==> src/rtl/pmo_pkg.sv <==
// Shared constants and helpers for the power mode override block.
// Assumes modes are ordered by speed, so a larger code means a faster mode.
package pmo_pkg;
    typedef enum logic [1:0] {
        MODE_SLEEP  = 2'd0,
        MODE_DOZE   = 2'd1,
        MODE_SLOW   = 2'd2,
        MODE_NORMAL = 2'd3
    } pmode_e;

    localparam int unsigned ADDR_SYSCTL  = 0;
    localparam int unsigned ADDR_IMCTRL  = 1;
    localparam int unsigned ADDR_RSTSTAT = 2;

    // Mode control register bit positions
    localparam int unsigned IMC_EN_BIT   = 0;
    localparam int unsigned IMC_TGT_LSB  = 1;
    localparam int unsigned IMC_TYPE_BIT = 3;
    localparam int unsigned IMC_STAT_BIT = 4;

    // Returns the faster of two mode codes
    function automatic logic [1:0] faster_mode(input logic [1:0] a, input logic [1:0] b);
        return (a > b) ? a : b;
    endfunction
endpackage

==> src/rtl/pmo_irq_qual.sv <==
// Interrupt qualification. Each line is checked either as a level or as a
// rising edge against the value seen at the previous clock edge.
// Assumes irq_in is already synchronous to clk.
module pmo_irq_qual #(
    parameter int unsigned N_IRQ = 4
) (
    input  logic             clk,
    input  logic             rst_n,
    input  logic [N_IRQ-1:0] irq_in,
    input  logic             edge_sel,
    output logic             qual
);
    logic [N_IRQ-1:0] irq_q;
    logic [N_IRQ-1:0] line_hit;

    // Keep the previous sample of every line for edge detection
    always_ff @(posedge clk) begin
        if (!rst_n) irq_q <= '0;
        else        irq_q <= irq_in;
    end

    // Per-line qualification according to the selected type
    for (genvar g = 0; g < N_IRQ; g++) begin : g_line
        assign line_hit[g] = edge_sel ? (irq_in[g] & ~irq_q[g]) : irq_in[g];
    end

    // Any qualifying line is a qualifying interrupt
    assign qual = |line_hit;
endmodule

==> src/rtl/pmo_regfile.sv <==
// Register file: system control (mode, clock ratio), mode control (enable,
// target, type, sticky status) and the soft-reset trigger.
// Assumes DATA_W is wide enough for both register layouts.
module pmo_regfile
    import pmo_pkg::*;
#(
    parameter int unsigned ADDR_W  = 2,
    parameter int unsigned DATA_W  = 8,
    parameter int unsigned RATIO_W = 3
) (
    input  logic               clk,
    input  logic               rst_n,
    input  logic               wr,
    input  logic [ADDR_W-1:0]  addr,
    input  logic [DATA_W-1:0]  wdata,
    input  logic               hit,
    output logic [1:0]         sw_mode,
    output logic [RATIO_W-1:0] ratio,
    output logic               imc_en,
    output logic [1:0]         imc_tgt,
    output logic               imc_type,
    output logic               imc_status,
    output logic               srst_req,
    output logic [DATA_W-1:0]  rdata
);
    localparam int unsigned RATIO_LSB = 2;

    logic wr_sys;
    logic wr_imc;
    logic wr_rst;
    logic [1:0] base_mode;

    assign wr_sys = wr && (addr == ADDR_W'(ADDR_SYSCTL));
    assign wr_imc = wr && (addr == ADDR_W'(ADDR_IMCTRL));
    assign wr_rst = wr && (addr == ADDR_W'(ADDR_RSTSTAT));

    // A same-edge software write sets the base that an interrupt may raise
    assign base_mode = wr_sys ? wdata[1:0] : sw_mode;

    // System control register with the interrupt raise merged in
    always_ff @(posedge clk) begin
        if (!rst_n) begin
            sw_mode <= MODE_NORMAL;
            ratio   <= '0;
        end else begin
            sw_mode <= hit ? faster_mode(base_mode, imc_tgt) : base_mode;
            if (wr_sys) ratio <= wdata[RATIO_LSB +: RATIO_W];
        end
    end

    // Mode control fields; the status set by an interrupt wins over a clear
    always_ff @(posedge clk) begin
        if (!rst_n) begin
            imc_en     <= 1'b0;
            imc_tgt    <= MODE_SLEEP;
            imc_type   <= 1'b0;
            imc_status <= 1'b0;
        end else begin
            if (wr_imc) begin
                imc_en   <= wdata[IMC_EN_BIT];
                imc_tgt  <= wdata[IMC_TGT_LSB +: 2];
                imc_type <= wdata[IMC_TYPE_BIT];
            end
            imc_status <= hit | (imc_status & (~wr_imc | wdata[IMC_STAT_BIT]));
        end
    end

    // One-cycle soft-reset request after a trigger write
    always_ff @(posedge clk) begin
        if (!rst_n) srst_req <= 1'b0;
        else        srst_req <= wr_rst;
    end

    // Combinational read mux
    always_comb begin
        rdata = '0;
        if (addr == ADDR_W'(ADDR_SYSCTL)) begin
            rdata[1:0]                   = sw_mode;
            rdata[RATIO_LSB +: RATIO_W]  = ratio;
        end else if (addr == ADDR_W'(ADDR_IMCTRL)) begin
            rdata[IMC_EN_BIT]            = imc_en;
            rdata[IMC_TGT_LSB +: 2]      = imc_tgt;
            rdata[IMC_TYPE_BIT]          = imc_type;
            rdata[IMC_STAT_BIT]          = imc_status;
        end
    end
endmodule

==> src/rtl/pmo_ratio_gate.sv <==
// Clock ratio gate: the select output takes the software ratio only at an
// edge where the actual mode matches the requested mode, else it holds.
// Assumes act_mode is synchronous to clk.
module pmo_ratio_gate #(
    parameter int unsigned RATIO_W = 3
) (
    input  logic               clk,
    input  logic               rst_n,
    input  logic [1:0]         act_mode,
    input  logic [1:0]         req_mode,
    input  logic [RATIO_W-1:0] ratio_field,
    output logic [RATIO_W-1:0] ratio_sel
);
    // Update the select only in a settled mode
    always_ff @(posedge clk) begin
        if (!rst_n)                     ratio_sel <= '0;
        else if (act_mode == req_mode)  ratio_sel <= ratio_field;
    end
endmodule

==> src/rtl/pmo_irq_override.sv <==
// Top level: requested power mode with interrupt-driven raise, clock ratio
// select gating and soft-reset trigger. The mode sequencer and the clock
// generator sit outside; act_mode reports the sequencer's current mode.
module pmo_irq_override #(
    parameter int unsigned ADDR_W  = 2,
    parameter int unsigned DATA_W  = 8,
    parameter int unsigned RATIO_W = 3,
    parameter int unsigned N_IRQ   = 4
) (
    input  logic               clk,
    input  logic               rst_n,
    input  logic               reg_wr,
    input  logic [ADDR_W-1:0]  reg_addr,
    input  logic [DATA_W-1:0]  reg_wdata,
    output logic [DATA_W-1:0]  reg_rdata,
    input  logic [N_IRQ-1:0]   irq_in,
    input  logic [1:0]         act_mode,
    output logic [1:0]         req_mode,
    output logic [RATIO_W-1:0] clk_ratio_sel,
    output logic               soft_rst_req
);
    logic               irq_qual;
    logic               irq_hit;
    logic               imc_en;
    logic [1:0]         imc_tgt;
    logic               imc_type;
    logic               imc_status;
    logic [RATIO_W-1:0] ratio_field;

    // An override event needs the enable and a qualifying interrupt
    assign irq_hit = imc_en & irq_qual;

    pmo_irq_qual #(.N_IRQ(N_IRQ)) i_qual (
        .clk      (clk),
        .rst_n    (rst_n),
        .irq_in   (irq_in),
        .edge_sel (imc_type),
        .qual     (irq_qual)
    );

    pmo_regfile #(.ADDR_W(ADDR_W), .DATA_W(DATA_W), .RATIO_W(RATIO_W)) i_regs (
        .clk        (clk),
        .rst_n      (rst_n),
        .wr         (reg_wr),
        .addr       (reg_addr),
        .wdata      (reg_wdata),
        .hit        (irq_hit),
        .sw_mode    (req_mode),
        .ratio      (ratio_field),
        .imc_en     (imc_en),
        .imc_tgt    (imc_tgt),
        .imc_type   (imc_type),
        .imc_status (imc_status),
        .srst_req   (soft_rst_req),
        .rdata      (reg_rdata)
    );

    pmo_ratio_gate #(.RATIO_W(RATIO_W)) i_gate (
        .clk         (clk),
        .rst_n       (rst_n),
        .act_mode    (act_mode),
        .req_mode    (req_mode),
        .ratio_field (ratio_field),
        .ratio_sel   (clk_ratio_sel)
    );
endmodule

==> config.mk <==
export PLATFORM = sky130hd
export DESIGN_NAME = pmo_irq_override
export DESIGN_NICKNAME = d
export VERILOG_FILES = /design/src/rtl/pmo_pkg.sv /design/src/rtl/pmo_irq_qual.sv /design/src/rtl/pmo_regfile.sv /design/src/rtl/pmo_ratio_gate.sv /design/src/rtl/pmo_irq_override.sv
export SDC_FILE = /design/constraint.sdc
export NUM_CORES = 1
export LEC_CHECK = 0
export BUFFER_PORTS_ARGS = -buffer_cell sky130_fd_sc_hd__buf_2
export CORE_UTILIZATION = 52
export CTS_CLUSTER_DIAMETER = 50
export DETAILED_ROUTE_END_ITERATION = 8
export PLACE_DENSITY = 0.83
export SLEW_MARGIN = 0
export SYNTH_ARGS = -nofsm -noshare
export SYNTH_HDL_FRONTEND = slang
export SYNTH_SLANG_ARGS = --single-unit
==> constraint.sdc <==
create_clock -name clk -period 6.8 [get_ports clk]
set_clock_uncertainty 0.2 [all_clocks]
set_input_delay 1.02 -clock clk [delete_from_list [all_inputs] [get_ports clk]]
set_output_delay 1.02 -clock clk [all_outputs]
set_load 0.05 [all_outputs]
# [After elaboration in Yosys (flattened, before gate mapping)]
# Cells that the tools add are included.
[totals] register_bits=18 output_inout_bits=14 wordCells=40
[classes] reduce_logical=5 n_eq_ne=3 order_cmp=1 muxes=9 bitwise=13
[ops] op="two-way mux 5 bit" n=2
[ops] op="bitwise AND 1 bit" n=6
[ops] op="two-way mux 2 bit" n=3
[ops] op="NOT 1 bit" n=5
[ops] op="two-way mux 1 bit" n=4
[ops] op="OR reduction 4 bit" n=1
[ops] op="logical AND 1 bit" n=3
[ops] op="== test 2 x 1 -> 1 bit (second input constant)" n=1
[ops] op="== test 2 bit" n=1
[ops] op="== test 2 bit (second input constant)" n=1
[ops] op="greater-than comparator 2 bit" n=1
[ops] op="logical NOT 2 bit" n=1
[ops] op="bitwise OR 1 bit" n=2

# [Logic depth before layout (Yosys ltp)]
# Gate-level depths: netlist of run 1.
[depth] word_depth=6 ltp_mapped=9 mapped_depth_nobuf=8

# [Hierarchy]
# Synthesis of run 1 repeated with hierarchy kept, for this count alone.
[unflattened] cells_unflattened=96 hier_area_um2=912.1
[modules_own_cells] module="pmo_regfile" cells_per_inst=64 area_per_inst_um2=624.3 instances=1
[modules_own_cells] module="pmo_irq_qual" cells_per_inst=16 area_per_inst_um2=145.1 instances=1
[modules_own_cells] module="pmo_ratio_gate" cells_per_inst=15 area_per_inst_um2=136.4 instances=1
[modules_own_cells] module="pmo_irq_override" cells_per_inst=1 area_per_inst_um2=6.3 instances=1

# [Least setup slack after synthesis of run 1]
# OpenSTA, ideal clock, no wires.
[synth_path] kind="input to register" from="input port reg_addr[1]" to="register i_regs.sw_mode[0]" path_stages=9 setup_ns=0.123 t_required_ns=6.477 path_slack_ns=3.605 arrival_ns=2.872 path_buffers=1 path_cell_list="buf_6 -> nor3b_4 -> mux2i_1 -> inv_1 -> ha_1 -> nor2b_1 -> a2bb2oi_1 -> a211oi_1 -> mux2_1"
[synth_via] elab_chain_cells=6
[synth_lines] element="start, declared" line_no="pmo_irq_override.sv:13" rtl="input logic [ADDR_W-1:0] reg_addr,"
[synth_lines] element="logical NOT 2 bit *" line_no="pmo_regfile.sv:33" rtl="assign wr_sys = wr && (addr == ADDR_W'(ADDR_SYSCTL));"
[synth_lines] element="logical AND 1 bit *" line_no="pmo_regfile.sv:33"
[synth_lines] element="two-way mux 2 bit *" line_no="pmo_regfile.sv:38" rtl="assign base_mode = wr_sys ? wdata[1:0] : sw_mode;"
[synth_lines] element="greater-than comparator 2 bit" line_no="pmo_pkg.sv:23" rtl="return (a > b) ? a : b;"
[synth_lines] element="two-way mux 2 bit" line_no="pmo_pkg.sv:23"
[synth_lines] element="two-way mux 2 bit *" line_no="pmo_regfile.sv:46" rtl="sw_mode <= hit ? faster_mode(base_mode, imc_tgt) : base_mode;"
[synth_lines] element="end signal, assigned" line_no="pmo_regfile.sv:46"
[synth_lines] element="end, declared" line_no="pmo_regfile.sv:17" rtl="output logic [1:0] sw_mode,"
# Every way passes the cells marked *; elsewhere a longest branch is shown, timed or not.
# A chain may end at the register's enable or synchronous reset.

# [Worst setup path in the final report of run 1]
[layout_path] from="input port reg_addr[0]" to="register i_regs.sw_mode[0]"
# The elaborated chain is that of the path after synthesis.

==> results of run 1 <==
[kinds of logic after synthesis]
group	count (synthesis)
buffers and inverters	12
AOI/OAI and AO/OA	7
xor gates and xnor gates	2
adders and majority gates	3
DFF	18
and+or+nand+nor	31
other	1
muxes	19
[per-layer routing]
layer  routed length [microns]  up-vias  GRT usage
met5                         0        -          0
met4                        22        0      0.115
met3                        39        4     0.0280
met2                       967       14      0.329
met1                       813      320      0.235
li1                          -      357          -
[state kept, by name, indices dropped and copies added (netlist names)]
signal,count
i_regs.imc_type,1
i_regs.imc_status,1
i_regs.imc_en,1
i_gate.ratio_sel,3
i_regs.ratio,3
i_regs.sw_mode,2
i_regs.imc_tgt,2
i_regs.srst_req,1
i_qual.irq_q,4
[stage by stage]
step / util / instance area, sq um / setup WS, ns / std cells / power (mW)
after floorplan: - / 961 / 3.60 / 95 / 0.148
after global placement: 0.620 / 1070 / 3.36 / 139 / 0.155
after detailed placement: 0.620 / 1070 / 3.29 / 139 / 0.157
after CTS: 0.641 / 1110 / 3.61 / 143 / 0.222
after global routing: 0.641 / 1110 / 3.43 / 143 / 0.229
final: 0.641 / 1110 / 3.59 / 143 / 0.221
[synthesized netlist by cell type]
master                      number
sky130_fd_sc_hd__a211oi_1        1
sky130_fd_sc_hd__o21a_1          2
sky130_fd_sc_hd__mux2_1          2
sky130_fd_sc_hd__nor2b_4         1
sky130_fd_sc_hd__conb_1          1
sky130_fd_sc_hd__nor2b_1        13
sky130_fd_sc_hd__inv_1           5
sky130_fd_sc_hd__nand2_1         4
sky130_fd_sc_hd__ha_1            3
sky130_fd_sc_hd__o41ai_1         1
sky130_fd_sc_hd__a21oi_1         1
sky130_fd_sc_hd__a2bb2oi_1       1
sky130_fd_sc_hd__buf_4           3
sky130_fd_sc_hd__nor2_1          5
sky130_fd_sc_hd__nor3b_4         1
sky130_fd_sc_hd__dfxtp_1        18
sky130_fd_sc_hd__and2_2          1
sky130_fd_sc_hd__clkbuf_1        2
sky130_fd_sc_hd__a2111oi_4       1
sky130_fd_sc_hd__and2_1          3
sky130_fd_sc_hd__buf_6           2
sky130_fd_sc_hd__and4b_1         1
sky130_fd_sc_hd__mux2i_1        17
sky130_fd_sc_hd__nand3b_1        1
sky130_fd_sc_hd__xnor2_1         2
sky130_fd_sc_hd__nand2b_1        1
[area by class of cell]
cell class | count | area share
Sequential cell | 18 | 0.326
Clock buffer | 4 | 0.0328
Tap cell | 25 | 0.0283
Inverter | 5 | 0.0170
Timing Repair Buffer | 26 | 0.118
Multi-Input combinational cell | 65 | 0.479
[power by group through the flow]
stage,registers (mW),clock network [mW],logic (mW)
after floorplan,0.117,0,0.0308
after global placement,0.114,0,0.0411
after detailed placement,0.114,0,0.0425
after CTS,0.112,0.0675,0.0427
after global routing,0.112,0.0718,0.0455
final,0.112,0.0670,0.0426
[worst paths after layout]
| kind | from | end | slack, ns | cells after the start |
|---|---|---|---|---|
| min reg2reg | i_gate.ratio_sel[2] | i_gate.ratio_sel[2] | 0.34 | 2 |
| max reg2reg | i_regs.sw_mode[1] | i_regs.sw_mode[0] | 4.66 | 7 |
| max | reg_addr[0] | i_regs.sw_mode[0] | 3.59 | 9 |
| min | i_gate.ratio_sel[2] | i_gate.ratio_sel[2] | 0.34 | 2 |
[worst max-delay path: stages]
cell and delay [ns]:
sky130_fd_sc_hd__buf_2 0.18, sky130_fd_sc_hd__nor3b_4 0.42, sky130_fd_sc_hd__mux2i_1 0.34, sky130_fd_sc_hd__inv_1 0.10
sky130_fd_sc_hd__ha_1 0.29, sky130_fd_sc_hd__nor2b_1 0.13, sky130_fd_sc_hd__a2bb2oi_1 0.13, sky130_fd_sc_hd__a211oi_1 0.25
sky130_fd_sc_hd__mux2_1 0.34
==> flow_summary.yaml, run 1 <==
layout:
  final_layout_size_suffix_gt1_frac: 0.288
  fin_nets: 141
  area.sequential_sq_um: 360
  most-common-layout-cells: "sky130_fd_sc_hd__buf_2 (26), sky130_fd_sc_hd__dfxtp_1 (18), sky130_fd_sc_hd__mux2i_1 (17)"
  mostFrequentLayoutCell: "sky130_fd_sc_hd__buf_2"
  area_taken_by_multi_input_logic_gates_sq_um: 529
  insertedDiodeCount: 0
  syn_to_final_growth_pct: 16.0
  fill_cells: 156
global_routing:
  grt_start_max_net_pins: 21
  grt_pass1_wl_mm: 2.80
  grt_use_total: 0.195
  antenna_found_initial: 0
  grt_remaining_overflow: 0
  vias_in_the_first_global_route: 648
synth:
  postSynthRegisterBits: 18
  synth_largest_area_cell: "sky130_fd_sc_hd__dfxtp_1"
  most_area_consuming_cells_after_synthesis: "sky130_fd_sc_hd__dfxtp_1 (38%), sky130_fd_sc_hd__mux2i_1 (18%), sky130_fd_sc_hd__nor2b_1 (8.5%)"
  synth_area_in_compound_gates: 0.0761
  yosys.area_share.xor_xnor: 0.0184
  post_synth_inst_count: 93
  dominant_combinational_cell_family_by_area_after_synthesis: "simple AND/OR/NAND/NOR gates"
  synthDistinctLibCells: 26
  synth_top_cell_area_share: 0.378
  synth_fa_ha_area_frac: 0.0394
  muxShareOfSynthArea: 0.202
  synth_sequential_area_ratio: 0.378
  synthesis.yosys.warnings: 0
  synth_simple_gate_area_frac: 0.207
  synth.cell_area_sq_um: 953
  syn-mean-instance-area_sq_um: 10.3
routing:
  routed_wirelength_mm: 1.84
  detail_route.drc_violations: 0
  drtAntennaViolNets: 0
  initialDrtViolationCount: 7
  routed-via-count: 695
  drt-vias-per-instance: 4.86
  detail_route.first_pass.iterations: 3
  wl_per_cell_microns: 12.9
placed_design:
  placement.io_buffers: 26
  place.detailed.hpwl_mm: 1.39
  gp_routability_congestion: 0.715
floorplanning:
  floorplan.die.height_microns: 44.8
  boundaryPins: 33
  floorplan.initialDensity: 0.552
  core_region_area_sq_um: 1730
  floorplan.die.width_microns: 44.8
  placement_rows: 15
  fp.dieArea_sq_um: 2010
job:
  drv_cap: 0
timing:
  final_min_period_over_clock_period: 0.473
  final_max_slew_viol_count: 0
  whs_ns: 0.337
  summed_negative_setup_slack_over_all_endpoints_ns: 0
  final_hold_viol_count: 0
  period_minus_slack_ns: 3.21
  peak_clock_frequency_supported_by_timing_mhz: 311
  grt_setup_unrepaired: "no"
  setup_viol: 0
worst_hold_path:
  class_of_the_worst_hold_path: "flip-flop to flip-flop"
setup_path:
  cp_data_required_time_ns: 6.79
  crit_fanout: 8
  timing.critical_path.from_type: "input port"
  crit_arrival_ns: 3.21
  worstSetupEndpointType: "flip-flop"
  worst-setup-path-type: "input port to flip-flop"
power_and_ir_drop:
  cellInternalPower_mw: 0.158
  share_seq_of_total_power: 0.505
  power.share.combinational: 0.192
  switching_share: 0.286
  switching_power_mw: 0.0633
  power_density_nw_per_um2: 200
  clkPwrFrac: 0.303
  power.leakage_nw: 0.516
  vdd_ir_drop_max_uv: 118
clock_tree:
  cts_tree: "yes"
  clockBufferDepth: 2
  cts_hold_repair.buffers: 0
  cts_htree_levels: 1
  clock_pin_slew_on_the_worst_setup_and_hold_paths_ns: 0.11
  cts_post_setup_buffers_inserted: 0
  clk_latency_ns: 0.29
  cts-buffers-inserted: 3
  cts-root-buf: "sky130_fd_sc_hd__clkbuf_4"
  clock_sink_count: 18
  cts.repair.resized: 0
status:
  status: "finished clean"
(Power assumes the default switching activity.)
==> inputs of run 2 (changes only) <==
Settings changed: CORE_UTILIZATION 52 to 43, PLACE_DENSITY 0.83 to 0.73.
Clock period 6.8 ns to 2.9 ns, I/O delays scaled along.
==> run 2 against run 1 <==
Effect of this change:
- register-to-register slack worse by 3.9 ns
- worst hold slack worse by 0.17 ns
- combinational power up 140%
- utilization down 8.9 points
- critical path depth unchanged
- largest power group unchanged
- highest routed layer unchanged
==> flow_summary.yaml, run 2 (synthesized netlist as in run 1, its figures left out) <==
clock_tree:
  clockBufferDepth: 2
  clock_pin_slew_on_the_worst_setup_and_hold_paths_ns: 0.10
  clock_sink_count: 18
  cts.repair.resized: 0
  cts-root-buf: "sky130_fd_sc_hd__clkbuf_4"
  cts-buffers-inserted: 3
  clk_latency_ns: 0.29
  cts_post_setup_buffers_inserted: 0
  cts_hold_repair.buffers: 0
  cts_tree: "yes"
  cts_htree_levels: 1
timing:
  postLayoutSetupSlackWorst_ns: 0.534
  summed_negative_setup_slack_over_all_endpoints_ns: 0
  peak_clock_frequency_supported_by_timing_mhz: 423
  whs_ns: 0.166
  period_minus_slack_ns: 2.37
  final_min_period_over_clock_period: 0.816
  final_max_slew_viol_count: 0
  grt_setup_unrepaired: "no"
  final_hold_viol_count: 0
  setup_viol: 0
layout:
  fin_nets: 142
  fill_cells: 199
  reg_top3: "i_qual.irq_q: 4 flops, i_gate.ratio_sel: 3 flops, i_regs.ratio: 3 flops"
  area.sequential_sq_um: 360
  mostFrequentLayoutCell: "sky130_fd_sc_hd__buf_2"
  final_layout_size_suffix_gt1_frac: 0.294
  finish.cell_count_without_fillers: 146
  design_area_sq_um: 1120
  post-route-util: 0.552
  area_taken_by_multi_input_logic_gates_sq_um: 529
  syn_to_final_growth_pct: 17.1
  most-common-layout-cells: "sky130_fd_sc_hd__buf_2 (26), sky130_fd_sc_hd__dfxtp_1 (18), sky130_fd_sc_hd__mux2i_1 (17)"
  insertedDiodeCount: 0
  largest_register_ff_count: 4
  max_flop_register: "i_qual.irq_q"
setup_path:
  critical_path_depth: 9
  worstPathBufferInverterCount: 2
  worstSetupEndpointType: "flip-flop"
  cp_data_required_time_ns: 2.89
  timing.critical_path.from_type: "input port"
  crit_path_cell_trace: "buf_2 -> nor3b_4 -> mux2i_1 -> inv_1 -> ha_1 -> nor2b_1 -> a2bb2oi_1 -> a211oi_1 -> mux2_1"
  worst_r2r_path_depth: 7
  crit_fanout: 8
  worst_r2r_startpoint: "i_regs.sw_mode[1]"
  slowest_delay_ns: 0.34
  crit_arrival_ns: 2.35
  timing.critical_path.max_delay_family: "multiplexers"
  critical_path.slowest_cell: "sky130_fd_sc_hd__mux2_1"
  worst-setup-path-type: "input port to flip-flop"
  timing.critical_path.from: "reg_addr[0]"
routing:
  detail_route.drc_violations: 0
  detail_route.first_pass.iterations: 4
  routed_wirelength_mm: 1.85
  wl_per_cell_microns: 12.7
  routed-via-count: 687
  initialDrtViolationCount: 7
  drtAntennaViolNets: 0
  drt-vias-per-instance: 4.71
floorplanning:
  placement_rows: 16
  floorplan.initialDensity: 0.472
  fp.dieArea_sq_um: 2410
  floorplan.die.height_microns: 49.1
  boundaryPins: 33
  core_region_area_sq_um: 2020
  floorplan.die.width_microns: 49.1
power_and_ir_drop:
  share_seq_of_total_power: 0.506
  vdd_ir_drop_max_uv: 231
  total_power_mw: 0.517
  switching_power_mw: 0.145
  switching_share: 0.281
  cellInternalPower_mw: 0.371
  clkPwrFrac: 0.298
  power.leakage_nw: 0.522
  power_density_nw_per_um2: 463
  power.share.combinational: 0.196
global_routing:
  grt_use_total: 0.174
  grt_start_max_net_pins: 21
  grt_remaining_overflow: 0
  grt_pass1_wl_mm: 3.14
  vias_in_the_first_global_route: 691
  antenna_found_initial: 0
status:
  status: "finished clean"
placed_design:
  place.detailed.hpwl_mm: 1.46
  placement.io_buffers: 26
  gp_routability_congestion: 0.688
  dpl.cell_count: 142
  place_area_sq_um: 1080
  post-place-ws_ns: 0.199
worst_hold_path:
  startpoint_of_the_most_critical_hold_path: "irq_in[1]"
  class_of_the_worst_hold_path: "input port to flip-flop"
  hold_depth: 2
job:
  drv_cap: 0
==> run 2: layout make-up <==
type	count	share of cell area
Timing Repair Buffer	27	0.123
Tap cell	27	0.0303
Sequential cell	18	0.323
Clock buffer	4	0.0325
Inverter	5	0.0168
Multi-Input combinational cell	65	0.474
==> run 2: power by group through the flow <==
stage               Combinational (mW)  Sequential, mW  Clock [mW]
floorplan                       0.0722           0.274           0
global placement                0.0975           0.267           0
detailed placement               0.102           0.267           0
CTS                              0.102           0.262       0.156
global route                     0.109           0.263       0.170
finish                           0.101           0.262       0.154
==> run 2: final timing paths <==
check / end / slack, ns
max: i_regs.sw_mode[0] / 0.53
min: i_qual.irq_q[1] / 0.17
max reg2reg: i_regs.sw_mode[0] / 0.81
min reg2reg: i_gate.ratio_sel[2] / 0.33
==> run 2: layer usage <==
metal | global-route usage | vias up | routed length, microns
met3 | 0.0187 | 6 | 45
met4 | 0.108 | 0 | 54
met1 | 0.191 | 305 | 818
met2 | 0.315 | 18 | 931
met5 | 0 | - | 0
li1 | - | 358 | -
==> run 2: worst reg2reg max path: stages, from the launching register on <==
cell and delay, ns:
sky130_fd_sc_hd__dfxtp_1 0.36, sky130_fd_sc_hd__mux2i_1 0.22, sky130_fd_sc_hd__inv_1 0.07, sky130_fd_sc_hd__ha_1 0.29, sky130_fd_sc_hd__nor2b_1 0.14, sky130_fd_sc_hd__a2bb2oi_1 0.13
sky130_fd_sc_hd__a211oi_1 0.24, sky130_fd_sc_hd__mux2_1 0.34
